<file path="src/rtl/mem_guard.sv">
module mem_guard #(
  parameter int ADDR_W = 32,
  parameter int DATA_W = 32,
  parameter int NREG   = 8,
  localparam int IDX_W = $clog2(NREG + 1)
) (
  input  logic              clk,
  input  logic              rst_n,
  input  logic              cfg_we,
  input  logic [2:0]        cfg_prot,
  input  logic [IDX_W-1:0]  cfg_idx,
  input  logic [1:0]        cfg_field,
  input  logic [ADDR_W-1:0] cfg_wdata,
  input  logic              req_valid,
  input  logic              req_write,
  input  logic [2:0]        req_prot,
  input  logic [ADDR_W-1:0] req_addr,
  input  logic [DATA_W-1:0] req_wdata,
  output logic              fwd_valid,
  output logic              fwd_write,
  output logic [ADDR_W-1:0] fwd_addr,
  output logic [DATA_W-1:0] fwd_wdata,
  input  logic [DATA_W-1:0] mem_rdata,
  output logic              rsp_valid,
  output logic              rsp_err,
  output logic [DATA_W-1:0] rsp_rdata
);

  localparam int ATTR_W = 5;

  logic [NREG:0][ADDR_W-1:0] base_q, top_q;
  logic [NREG:0][ATTR_W-1:0] attr_q;
  logic [IDX_W-1:0]          sel;
  logic [ATTR_W-1:0]         sel_attr;
  logic                      ns, allow;
  logic                      cfg_ok;

  wire unused_prot = ^{req_prot[2], req_prot[0], cfg_prot[2], cfg_prot[0]};

  assign cfg_ok = cfg_we && !cfg_prot[1] && (int'(cfg_idx) <= NREG);

  always_ff @(posedge clk) begin
    if (!rst_n) begin
      base_q <= '0;
      top_q  <= '0;
      attr_q <= '0;
    end else if (cfg_ok) begin
      case (cfg_field)
        2'd0:    base_q[cfg_idx] <= cfg_wdata;
        2'd1:    top_q[cfg_idx]  <= cfg_wdata;
        2'd2:    attr_q[cfg_idx] <= cfg_wdata[ATTR_W-1:0];
        default: ;
      endcase
    end
  end

  always_comb begin
    sel = '0;
    for (int i = 1; i <= NREG; i++)
      if (attr_q[i][0] && req_addr >= base_q[i] && req_addr <= top_q[i])
        sel = IDX_W'(i);
  end

  assign sel_attr = attr_q[sel];
  assign ns       = req_prot[1];
  assign allow    = req_write ? (ns ? sel_attr[4] : sel_attr[2])
                              : (ns ? sel_attr[3] : sel_attr[1]);

  assign fwd_valid = req_valid && allow;
  assign fwd_write = req_write;
  assign fwd_addr  = req_addr;
  assign fwd_wdata = req_wdata;

  always_ff @(posedge clk) begin
    if (!rst_n) begin
      rsp_valid <= 1'b0;
      rsp_err   <= 1'b0;
      rsp_rdata <= '0;
    end else begin
      rsp_valid <= req_valid;
      rsp_err   <= req_valid && !allow;
      rsp_rdata <= (req_valid && allow && !req_write) ? mem_rdata : '0;
    end
  end

  assert_refused_write_errs_R6: assert property (@(posedge clk) disable iff (!rst_n)
    (req_valid && req_write && !fwd_valid) |=> (rsp_valid && rsp_err));

  assert_refused_read_zero_R7: assert property (@(posedge clk) disable iff (!rst_n)
    rsp_err |-> (rsp_rdata == '0));

  assert_permitted_clean_R8: assert property (@(posedge clk) disable iff (!rst_n)
    fwd_valid |=> (rsp_valid && !rsp_err));

  assert_ns_cfg_attr_kept_R9: assert property (@(posedge clk) disable iff (!rst_n)
    (cfg_we && cfg_prot[1]) |=> $stable(attr_q));

  assert_ns_cfg_bounds_kept_R9: assert property (@(posedge clk) disable iff (!rst_n)
    (cfg_we && cfg_prot[1]) |=> ($stable(base_q) && $stable(top_q)));

  assert_bad_field_ignored_R11: assert property (@(posedge clk) disable iff (!rst_n)
    (cfg_we && cfg_field == 2'd3) |=> ($stable(attr_q) && $stable(base_q) && $stable(top_q)));

  assert_no_rsp_without_req_R1: assert property (@(posedge clk) disable iff (!rst_n)
    !req_valid |=> !rsp_valid);

endmodule

</file>
<file path="config.mk">
export PLATFORM = sky130hd
export DESIGN_NAME = mem_guard
export DESIGN_NICKNAME = d
export VERILOG_FILES = /design/src/rtl/mem_guard.sv
export SDC_FILE = /design/constraint.sdc
export NUM_CORES = 2
export LEC_CHECK = 0
export BUFFER_PORTS_ARGS = -buffer_cell sky130_fd_sc_hd__clkbuf_2
export CAP_MARGIN = 5
export CELL_PAD_IN_SITES_DETAIL_PLACEMENT = 0
export CELL_PAD_IN_SITES_GLOBAL_PLACEMENT = 1
export CORE_ASPECT_RATIO = 0.5
export CORE_UTILIZATION = 30
export CTS_BUF_LIST = sky130_fd_sc_hd__clkbuf_16
export CTS_CLUSTER_DIAMETER = 200
export CTS_CLUSTER_SIZE = 28
export DETAILED_ROUTE_END_ITERATION = 10
export GPL_TIMING_DRIVEN = 0
export PLACE_DENSITY = 0.53
export SLEW_MARGIN = 10
export SYNTH_ARGS = -nofsm -noshare
export SYNTH_HDL_FRONTEND = slang
export SYNTH_SLANG_ARGS = --single-unit
</file>
<file path="constraint.sdc">
create_clock -name clk -period 9.25 [get_ports clk]
set_input_delay 0.925 -clock clk [delete_from_list [all_inputs] [get_ports clk]]
set_output_delay 0.925 -clock clk [all_outputs]
set_load 0.01 [all_outputs]
</file>
==> impl_results.md <==
* Crit. End Element: output pin
* Die X at 490.7 um
* Synthesized Nets at 5236
* Global routing usage on met3 at 2.423%
* Fin. max-slew vios at 3
* Hold path cells at 2
* Clock Latency Late Sink at 0.66 ns
* RSZ-0062 raised after global routing: false
* Crit path required time at 8.33 ns
* Fill count at 12670
* Slew @ Worst Pin at 1.527 ns
* Via Count at 30950
* Placed inst area at 38790 sq um
* Clk slew on worst S/H paths at 0.12 ns
* Crit Path Max Fanout at 17
* Mux cell area share after synthesis at 0.3108%
* Post-route insts no fill at 6383
* Tot GR Track Use at 21.55%
* Worst hold path startpoint: mem_rdata[26]
* DR pass1 iterations at 7
* Power per cell area at 117.1 nW/um^2
* Row Count at 89
* Synth warn at 0
* Period minus WS final at 7.252 ns
* Largest area contributor in the netlist: dfxtp_1
* Max-cap viol count at 1
* Number of global-route vias before repair at 29860
* Sequential share of the synthesized area at 32.97%
* Routed len/inst at 20.74 um
* Initial antenna violation count at 10
* Setup TNS at 0 ns
* Max Freq at 137.9 MHz
* Hold Crit Class: input port to flip-flop
* Post-synth EDFFs at 0
* GP Congestion at 0.8494
* Top cells by instance count after synthesis: nand2_1 (1188), dfxtp_1 (590), a21boi_0 (554), inv_1 (518), ha_1 (512)
* Synth Area in Compound Gates at 20.09%
* Residual DRC at 0
* Drt total wl at 132400 um
* Setup bufs post-CTS at 0
* Final period utilization at 78.40%
* Clock Tree Buf Depth at 3
* Post-synthesis xor/xnor area fraction at 0%
* First-pass GRT wire length at 193100 um
* M1 GR Usage at 29.55%
* DRT iter0 DRCs at 1684
* Top post-synthesis cells by area: dfxtp_1 (33%), ha_1 (18%), nand2_1 (12%)
* LEAKAGE at 13.36 nW
* TritonCTS buffer count at 25
* Core box area at 118200 sq um
* Critical path class: input port to output pin
* Adder-cell share of the synthesized area at 17.88%
* Final Hold Vio Count at 0
* CTS tree: yes
* Async SR Flop Fraction at 0%
* Violated checks: capacitance limit, slew limit
* Reg2reg end: rsp_rdata[19]$_SDFF_PN0_
* Synth top area share at 32.97%
* Synth unique cells at 78
* DPL Wire Length at 99650 um
* Layout cell share with drive strength beyond 1 at 6.437%
* GR peak layer: met2
* Dpl cells at 6351
* Cell area after synthesis at 35830 sq um
* Clock sink count at 590
* Post-synthesis cell count at 4579
* I/O Buffers at 174
* Simple-gate share of the synthesized area at 19.18%
* Avg Cell Area, Syn at 7.824 sq um
* Startpoint Class: input port
* Hold EP: rsp_rdata[26]$_SDFF_PN0_
* Register Area at 11810 sq um
* Max IR drop VDD at 0.0001319 V
* Pin count of the biggest net entering global routing at 29
* FF-to-FF path depth at 15
* Flop2flop setup slack at 3.78 ns
* Headroom to the max-slew limit at -2.708%
* Final Cell Area at 39460 sq um
* Largest family of logic cells by synthesized area: compound AO/OA/AOI/OAI gates
* Post-CTS Resized at 0
* Status: complete, but fails checks
* Final-stage net count at 5443
* WP data arrival at 6.33 ns
* CTS Root Cell: clkbuf_16
* Most numerous cell in the Yosys netlist: nand2_1
* Hold WS at 0.4578 ns
* Area delta synth->final at 10.14%
* Endpoints failing setup at 0
* Met2 Use GR at 36.23%
* Vert. Die Dim at 246.4 um
* Via-to-Cell Ratio at 4.848
* Post-CTS Hold Fix Bufs at 0
* Area of the multi-input gates at 20630 sq um
* # H-tree levels at 1
* Initial core utilization at 30.32%
* Fin util at 33.40%
* Yosys reg bits at 590
* Final ANT Viol Nets at 0
* DIE AREA at 120900 sq um
* Skew final at 0.05442 ns
* FF-to-FF Start: base_q[47]$_SDFFE_PN0P_
* IO Pins at 245
* Overflow after GRT at 0
* Most used DFF post-synth: dfxtp_1
[cell families (layout without fill, tap and decap cells)]
| family | after synthesis | in the layout |
|---|---|---|
| mux | 11 | 11 |
| compound gates | 1019 | 1019 |
| flops | 590 | 590 |
| buf+inv | 841 | 1047 |
| fa+ha+maj | 512 | 512 |
| simple gates | 1606 | 1606 |
| other cells | 0 | 6 |
[state kept, by name (all words and copies together), names as in the netlist]
register	flops
top_q	256
rsp_err	1
base_q	256
rsp_rdata	32
rsp_valid	1
attr_q	44
[power by group]
group          switching [mW]  internal [mW]  leakage (nW)  total [mW]
registers             0.00182           2.54          4.75        2.55
logic                   0.415          0.215          8.29       0.630
clock network           0.949          0.497         0.320        1.45
total                    1.37           3.26          13.4        4.62
[cell usage in the layout (no fill, tap or decap), types with 61 or more instances in the layout]
cell type and n:
inv_1 517, nand2_1 1188, o21ai_0 83, buf_4 67, a21boi_0 554, ha_1 512
nor2_1 61, dfxtp_1 590, nand4_1 75, clkbuf_1 249, clkbuf_2 180, nand3_1 84
a21oi_1 170
[layout make-up]
cell class	count	share of cell area, %
diodes	6	0.03805
clock inverters	1	0.07609
clock buffers	25	1.585
multi-input cells	3148	52.28
repair buffers	180	2.353
inverters	518	4.927
plain buffers	323	3.767
flip-flops and latches	590	29.93
well taps	1592	5.048
[through the flow]
step           total power [mW]  setup slack (ns)
2_1_floorplan             2.940             4.194
3_5_place_dp              3.240             1.785
4_1_cts                   4.693             1.778
3_3_place_gp              3.225             1.751
6_report                  4.622             1.998
5_1_grt                   4.821             1.813
[worst max-delay path by stage]
stage	start	to	slack, ns	cells after the start
finish	req_addr[31]	fwd_valid	2.00	14
global route	req_addr[13]	fwd_valid	1.81	15
CTS	req_addr[30]	fwd_valid	1.78	14
detailed placement	req_addr[30]	fwd_valid	1.79	14
global placement	req_addr[30]	fwd_valid	1.75	14
floorplan	req_addr[0]	fwd_valid	4.19	14
[layer usage]
layer | share of wire, % | routed length, um | vias up
li1 | - | - | 15550
met1 | 49 | 64730 | 14760
met2 | 45 | 59440 | 531
met3 | 4.0 | 5233 | 106
met4 | 2.2 | 2962 | 0
met5 | 0 | 0 | -
[critical path: stages]
cell and delay (ns):
clkbuf_2 0.48, ha_1 0.54, nand4_1 0.20, nor4_1 1.30
o41a_1 0.34, a2bb2oi_2 0.54, o21ai_2 0.22, o21bai_1 0.52
o21ai_0 0.14, and2_1 0.21, a32oi_1 0.37, nand3b_1 0.16
and3_1 0.20, clkbuf_2 0.12
No activity file was read; power rests on OpenSTA's default activity.
